## config.mk

```make
export PLATFORM = sky130hd
export DESIGN_NAME = vlock_supervisor
export DESIGN_NICKNAME = d
export VERILOG_FILES = /design/src/rtl/vlock_pkg.sv /design/src/rtl/vlock_timer.sv /design/src/rtl/vlock_attempts.sv /design/src/rtl/vlock_outmap.sv /design/src/rtl/vlock_supervisor.sv
export SDC_FILE = /design/constraint.sdc
export NUM_CORES = 1
export LEC_CHECK = 0
export BUFFER_PORTS_ARGS = -buffer_cell sky130_fd_sc_hd__buf_2
export CELL_PAD_IN_SITES_DETAIL_PLACEMENT = 0
export CELL_PAD_IN_SITES_GLOBAL_PLACEMENT = 1
export CORE_ASPECT_RATIO = 1.4
export CORE_UTILIZATION = 50
export DETAILED_ROUTE_END_ITERATION = 8
export PLACE_DENSITY_LB_ADDON = 0.1
export SYNTH_ARGS = -nofsm -noshare
export SYNTH_HDL_FRONTEND = slang
export SYNTH_SLANG_ARGS = --single-unit
```

## constraint.sdc

```tcl
create_clock -name clk -period 3.1 [get_ports clk]
set_input_delay 0.465 -clock clk [delete_from_list [all_inputs] [get_ports clk]]
set_output_delay 0.465 -clock clk [all_outputs]
set_load 0.05 [all_outputs]
```

## src/rtl/vlock_pkg.sv

```systemverilog
package vlock_pkg;

  typedef enum logic [2:0] {
    ST_NOSIG   = 3'd0,
    ST_HUNT    = 3'd1,
    ST_LOCKED  = 3'd2,
    ST_PLLONLY = 3'd3,
    ST_PLLLOCK = 3'd4
  } vl_state_e;

  function automatic logic sync_seen(input logic trs, input logic asi);
    return trs | asi;
  endfunction

  function automatic logic mute_needed(input vl_state_e st, input logic master,
                                       input logic asi_pin);
    return (st == ST_NOSIG) && (master || !asi_pin);
  endfunction

  function automatic logic slave_pll_lock_ok(input logic master, input logic pll,
                                             input logic byp, input logic asi);
    return !master && pll && !byp && !asi;
  endfunction

endpackage

```

## src/rtl/vlock_timer.sv

```systemverilog
module vlock_timer #(
  parameter int CW = 8
) (
  input  logic          clk,
  input  logic          rst_n,
  input  logic          restart,
  input  logic [CW-1:0] terminal,
  output logic          expired
);
  logic [CW-1:0] count;

  always_ff @(posedge clk or negedge rst_n) begin
    if (!rst_n)       count <= '0;
    else if (restart) count <= '0;
    else if (!expired) count <= count + 1'b1;
  end

  assign expired = (count == terminal);
endmodule

```

## src/rtl/vlock_attempts.sv

```systemverilog
module vlock_attempts #(
  parameter int NUM_ATTEMPTS = 4
) (
  input  logic clk,
  input  logic rst_n,
  input  logic clear,
  input  logic advance,
  output logic rate_hd,
  output logic last
);
  localparam int AW = $clog2(NUM_ATTEMPTS + 1);
  logic [AW-1:0] idx;

  always_ff @(posedge clk or negedge rst_n) begin
    if (!rst_n) begin
      idx     <= '0;
      rate_hd <= 1'b0;
    end else if (clear) begin
      idx     <= '0;
      rate_hd <= 1'b0;
    end else if (advance) begin
      idx     <= idx + 1'b1;
      rate_hd <= ~rate_hd;
    end
  end

  assign last = (idx == AW'(NUM_ATTEMPTS - 1));
endmodule

```

## src/rtl/vlock_outmap.sv

```systemverilog
module vlock_outmap
  import vlock_pkg::*;
(
  input  vl_state_e st,
  input  logic      master_sel,
  input  logic      carrier_lost,
  input  logic      pll_lock,
  input  logic      sync_ok,
  input  logic      bypass_mode_in,
  input  logic      asi_mode_in,
  input  logic      att_rate_hd,
  input  logic      slave_rate_hd,
  output logic      rate_hd,
  output logic      centre_req,
  output logic      locked,
  output logic      par_mute,
  output logic      par_force_low,
  output logic      bypass_stat,
  output logic      asi_stat
);
  logic lock_sync, lock_pll_only;

  always_comb begin
    rate_hd       = master_sel ? att_rate_hd : slave_rate_hd;
    centre_req    = (st == ST_NOSIG);
    lock_sync     = (st == ST_LOCKED) && pll_lock && sync_ok;
    lock_pll_only = (st == ST_PLLLOCK) &&
                    slave_pll_lock_ok(master_sel, pll_lock, bypass_mode_in, asi_mode_in);
    locked        = !carrier_lost && (lock_sync || lock_pll_only);
    par_mute      = mute_needed(st, master_sel, asi_mode_in);
    par_force_low = (st == ST_PLLLOCK) && master_sel;
    bypass_stat   = bypass_mode_in && !par_mute && !par_force_low;
    asi_stat      = asi_mode_in && !par_mute && !par_force_low;
  end
endmodule

```

## src/rtl/vlock_supervisor.sv

```systemverilog
module vlock_supervisor
  import vlock_pkg::*;
#(
  parameter int ATTEMPT_CYCLES  = 1024,
  parameter int PLL_ONLY_CYCLES = 1485000,
  parameter int NUM_ATTEMPTS    = 4
) (
  input  logic clk,
  input  logic rst_n,
  input  logic carrier_lost,
  input  logic pll_lock,
  input  logic trs_found,
  input  logic asi_found,
  input  logic master_sel,
  input  logic slave_rate_hd,
  input  logic bypass_mode_in,
  input  logic asi_mode_in,
  output logic rate_hd,
  output logic centre_req,
  output logic locked,
  output logic par_mute,
  output logic par_force_low,
  output logic bypass_stat,
  output logic asi_stat
);
  localparam int MAXC = (ATTEMPT_CYCLES > PLL_ONLY_CYCLES) ? ATTEMPT_CYCLES : PLL_ONLY_CYCLES;
  localparam int CW   = $clog2(MAXC + 1);

  vl_state_e     st, nxt;
  logic          sync_ok, tmr_expired, tmr_restart;
  logic          att_clear, att_advance, att_rate_hd, att_last;
  logic [CW-1:0] tmr_terminal;

  // named events for the checker
  logic hunt_attempt_end, hunt_exhausted, in_pll_only;

  assign sync_ok          = pll_lock && sync_seen(trs_found, asi_found);
  assign hunt_attempt_end = (st == ST_HUNT) && tmr_expired && !sync_ok;
  assign hunt_exhausted   = hunt_attempt_end && att_last;
  assign in_pll_only      = (st == ST_PLLONLY);

  always_comb begin
    nxt = st;
    if (carrier_lost) nxt = ST_NOSIG;
    else begin
      case (st)
        ST_NOSIG:   nxt = ST_HUNT;
        ST_HUNT: begin
          if (sync_ok)             nxt = ST_LOCKED;
          else if (hunt_exhausted) nxt = ST_PLLONLY;
        end
        ST_LOCKED:  if (!sync_ok)  nxt = ST_HUNT;
        ST_PLLONLY: begin
          if (pll_lock)            nxt = ST_PLLLOCK;
          else if (tmr_expired)    nxt = ST_HUNT;
        end
        ST_PLLLOCK: if (!pll_lock) nxt = ST_HUNT;
        default:                   nxt = ST_NOSIG;
      endcase
    end
  end

  always_ff @(posedge clk or negedge rst_n) begin
    if (!rst_n) st <= ST_NOSIG;
    else        st <= nxt;
  end

  assign att_advance  = hunt_attempt_end && !att_last && !carrier_lost;
  assign att_clear    = (st == ST_NOSIG) || ((st != ST_HUNT) && (nxt == ST_HUNT));
  assign tmr_restart  = (nxt != st) || att_advance;
  assign tmr_terminal = (st == ST_PLLONLY) ? CW'(PLL_ONLY_CYCLES - 1) : CW'(ATTEMPT_CYCLES - 1);

  vlock_timer #(.CW(CW)) u_timer (
    .clk(clk), .rst_n(rst_n), .restart(tmr_restart),
    .terminal(tmr_terminal), .expired(tmr_expired)
  );

  vlock_attempts #(.NUM_ATTEMPTS(NUM_ATTEMPTS)) u_attempts (
    .clk(clk), .rst_n(rst_n), .clear(att_clear), .advance(att_advance),
    .rate_hd(att_rate_hd), .last(att_last)
  );

  vlock_outmap u_outmap (
    .st(st), .master_sel(master_sel), .carrier_lost(carrier_lost),
    .pll_lock(pll_lock), .sync_ok(sync_ok), .bypass_mode_in(bypass_mode_in),
    .asi_mode_in(asi_mode_in), .att_rate_hd(att_rate_hd),
    .slave_rate_hd(slave_rate_hd), .rate_hd(rate_hd), .centre_req(centre_req),
    .locked(locked), .par_mute(par_mute), .par_force_low(par_force_low),
    .bypass_stat(bypass_stat), .asi_stat(asi_stat)
  );
endmodule

```

==> results by group <==
Outcome
  – Status: complete, no violations

Clocking
  – Clk pin slew, worst setup/hold paths: 90 ps
  – Post-CTS Setup Bufs: 0
  – CTS Hold Bufs: 0
  – Max H-tree Level: 1
  – Clock sinks: 28
  – Root Buffer: clkbuf_8
  – Clock insertion delay at the later pin of the skew report: 270 ps
  – Deepest clock path buffer count: 2
  – CTS buffer count: 3
  – # resized after CTS: 0
  – CTS tree: yes

Worst setup path
  – Worst Setup Start Kind: register
  – Max FO, Critical Path: 21
  – WP data arrival: 2610 ps
  – Crit end category: register
  – Critical path class: reg2reg
  – Worst EP required: around 3300 ps

Synthesis
  – Post-synthesis mux area share: 2.945%
  – Yosys Warn Count: 0
  – Synth Register Bits: 28
  – Syn Std Cell Area: approximately 2000 sq um
  – Compound-gate portion of the synthesized area: 16.45%
  – Yosys cell types: between 50 and 60
  – Syn_nets: 217
  – Gate Count Post-Synth: 204
  – Avg Cell Area, Syn: 9.580 sq um
  – Xor-xnor portion of the synthesized cell area: 6.722%
  – Sequential share of the synthesized area: 35.85%
  – Adder-Cell Fraction of Synth Area: 1.921%
  – Largest family of logic cells by synthesized area: simple AND/OR/NAND/NOR gates
  – Simple-gate share of the synthesized area: 32.33%

GRT
  – Number of global-route vias before repair: about 1.6k
  – First-pass GRT wire length: 7238 microns
  – Congestion Overflow GR: 0
  – Largest net degree at the start of global routing: 29
  – Initial antenna violation count: 0
  – Total track usage: around a quarter

Finish
  – Area Growth Syn to Fin: 7.426%
  – Fin nets: approximately 230
  – Fin cells: 260
  – Layout Utilization: around 57%
  – N_diodes: 0
  – Layout cells sized above 1: between 20% and 30%

Placed design
  – Number of I/O port buffers: 16
  – Hpwl dp: 3293 microns
  – Cells after DPL: between 200 and 300
  – GP Congestion: 0.7857

Routing
  – Drt drc: 0
  – Via density: ~6.1
  – DRT iter0 DRCs: 69
  – Post-DRT Antenna Nets: 0
  – Via Count: around 1.6k
  – TritonRoute pass-1 iters: 4
  – WL/cell: 16.82 microns
  – Routed WL: 4372 microns

Timing
  – Post-route setup TNS: 0 ps
  – Period utilization: 79.31%
  – Min Tclk post-route: 2459 ps
  – Relative slew slack: 57.99%
  – Hold violation count in the final report: 0
  – Hold_ws: 205.6 ps
  – # setup viols final: 0
  – Upper clock frequency limit: 406.7 MHz
  – Max-slew violations: 0
  – Worst Tran Pin Value: 630.2 ps
  – Worst Skew: 4.437 ps
  – RSZ-0062 raised after global routing: false

Job
  – Total of max-cap violations: 0

Floorplanning
  – Core area: 3709 sq um
  – Die height: roughly 76 microns
  – Die width: 54.84 microns
  – Row count: 26
  – Die ar.: around 4200 sq um
  – Ports: 17
  – Starting density of the core: 52.70%

Pwr
  – Pleak: 0.8578 nW
  – Peak supply drop: between 0.3 and 0.4 mV
  – PD cells: 417.4 nW/um^2
  – Power Total: 0.8764 mW

Hold path
  – Min-delay worst type: in2async
-- logic make-up (layout without fill, tap and decap cells) --
kind of cell    count (synthesis)  count (layout)
mux                             5               5
compound gates                 39              39
simple gates                  103             103
buf+inv                        11              25
fa+ha+maj                       3               3
flops                          28              28
xor+xnor                       15              15
-- worst paths after layout --
check / startpoint / endpoint / slack, ps / cells past startpoint
setup / recovery: st[1]$_DFF_PN0_ / u_timer.count[15]$_DFFE_PN0P_ / 640 / 6
hold / removal: rst_n / u_attempts.idx[2]$_DFFE_PN0P_ / 210 / 1
setup reg to reg: st[1]$_DFF_PN0_ / u_timer.count[15]$_DFFE_PN0P_ / 640 / 6
hold reg to reg: u_attempts.idx[1]$_DFFE_PN0P_ / u_attempts.idx[1]$_DFFE_PN0P_ / 550 / 2
max in group asynchronous: rst_n / u_timer.count[3]$_DFFE_PN0P_ / 2490 / 1
min in group clk: carrier_lost / st[0]$_DFF_PN0_ / 490 / 2
-- metrics by stage --
stage / worst slack [ps] / cell area (sq um)
floorplan: 52.34 / 1963
global route: 482.3 / 2100
global placement: 720.1 / 2044
detailed placement: 678.2 / 2044
CTS: 640.3 / 2100
finish: 641.3 / 2100
-- sequential cells by signal (all words and copies together) (netlist names) --
| signal | count |
|---|---|
| u_timer.count | 21 |
| u_attempts.idx | 3 |
| u_attempts.rate_hd | 1 |
| st | 3 |
-- synthesized netlist by cell type, drive strengths merged --
cell | instances | area share, %
o21a | 3 | 1.5
ha | 3 | 1.9
buf | 6 | 2.3
or4 | 1 | 0.58
o22a | 1 | 0.45
clkbuf | 1 | 0.70
nor2b | 4 | 1.3
o21ai | 11 | 3.0
nand4b | 2 | 1.2
a2111oi | 1 | 1.4
xor2 | 7 | 3.1
mux2i | 2 | 1.0
a32oi | 1 | 0.45
nand2 | 14 | 2.7
or3 | 9 | 3.1
a221oi | 2 | 1.8
nor2 | 27 | 6.9
nor4 | 6 | 2.7
nor3 | 7 | 1.8
a2bb2oi | 1 | 0.45
a21boi | 2 | 0.77
o32ai | 1 | 0.45
nand4bb | 1 | 0.58
nand4 | 5 | 1.6
and3 | 7 | 2.6
nor3b | 2 | 1.0
o221a | 1 | 0.58
nand3 | 5 | 1.3
dfrtp | 28 | 36
xnor2 | 8 | 3.6
and2 | 2 | 0.64
mux2 | 3 | 1.9
nor4b | 1 | 0.77
nand3b | 1 | 0.58
a21oi | 13 | 4.9
o22ai | 1 | 0.32
or2b | 1 | 0.38
or2 | 1 | 0.32
nand2b | 7 | 2.4
inv | 4 | 0.77
a22oi | 1 | 0.38
-- cells in the final DEF (no fill, tap or decap), drive strengths merged, types with 2 or more instances in the layout --
master,Yosys,routed
dfrtp,28,28
nor2,27,27
buf,6,17
nand2,14,14
a21oi,13,13
o21ai,11,11
or3,9,9
xnor2,8,8
xor2,7,7
nand2b,7,7
nor3,7,7
and3,7,7
nor4,6,6
nand4,5,5
nand3,5,5
inv,4,4
nor2b,4,4
clkbuf,1,4
ha,3,3
o21a,3,3
mux2,3,3
mux2i,2,2
and2,2,2
nor3b,2,2
nand4b,2,2
a221oi,2,2
a21boi,2,2
-- area by class of cell --
class	count	area (sq um)
fill	340	1609
multi-input combinational	165	1189
sequential	28	700.7
timing repair buffer	17	87.58
clock buffer	4	55.05
tap	42	52.55
inverter	4	15.01
-- report_power, final --
group | total [mW] | internal (mW) | switching (mW) | leakage [nW]
clock | 0.222 | 0.113 | 0.108 | 0.0288
sequential | 0.437 | 0.395 | 0.0417 | 0.382
combinational | 0.218 | 0.0779 | 0.140 | 0.447
total | 0.876 | 0.586 | 0.290 | 0.858
-- metal layers --
layer | track usage (%) | wire, microns
met5 | 0 | 0
met4 | 10.51 | 102
met3 | 3.393 | 124
met2 | 40.36 | 2344
met1 | 28.24 | 1801
-- worst max-delay path: stages, from the launching register on --
cell	delay (ps)
dfrtp_1	670
nand3b_2	230
nor4_1	450
o21ai_0	250
a221oi_4	280
buf_4	360
nor2b_1	90
No activity file was read; power rests on OpenSTA's default activity.
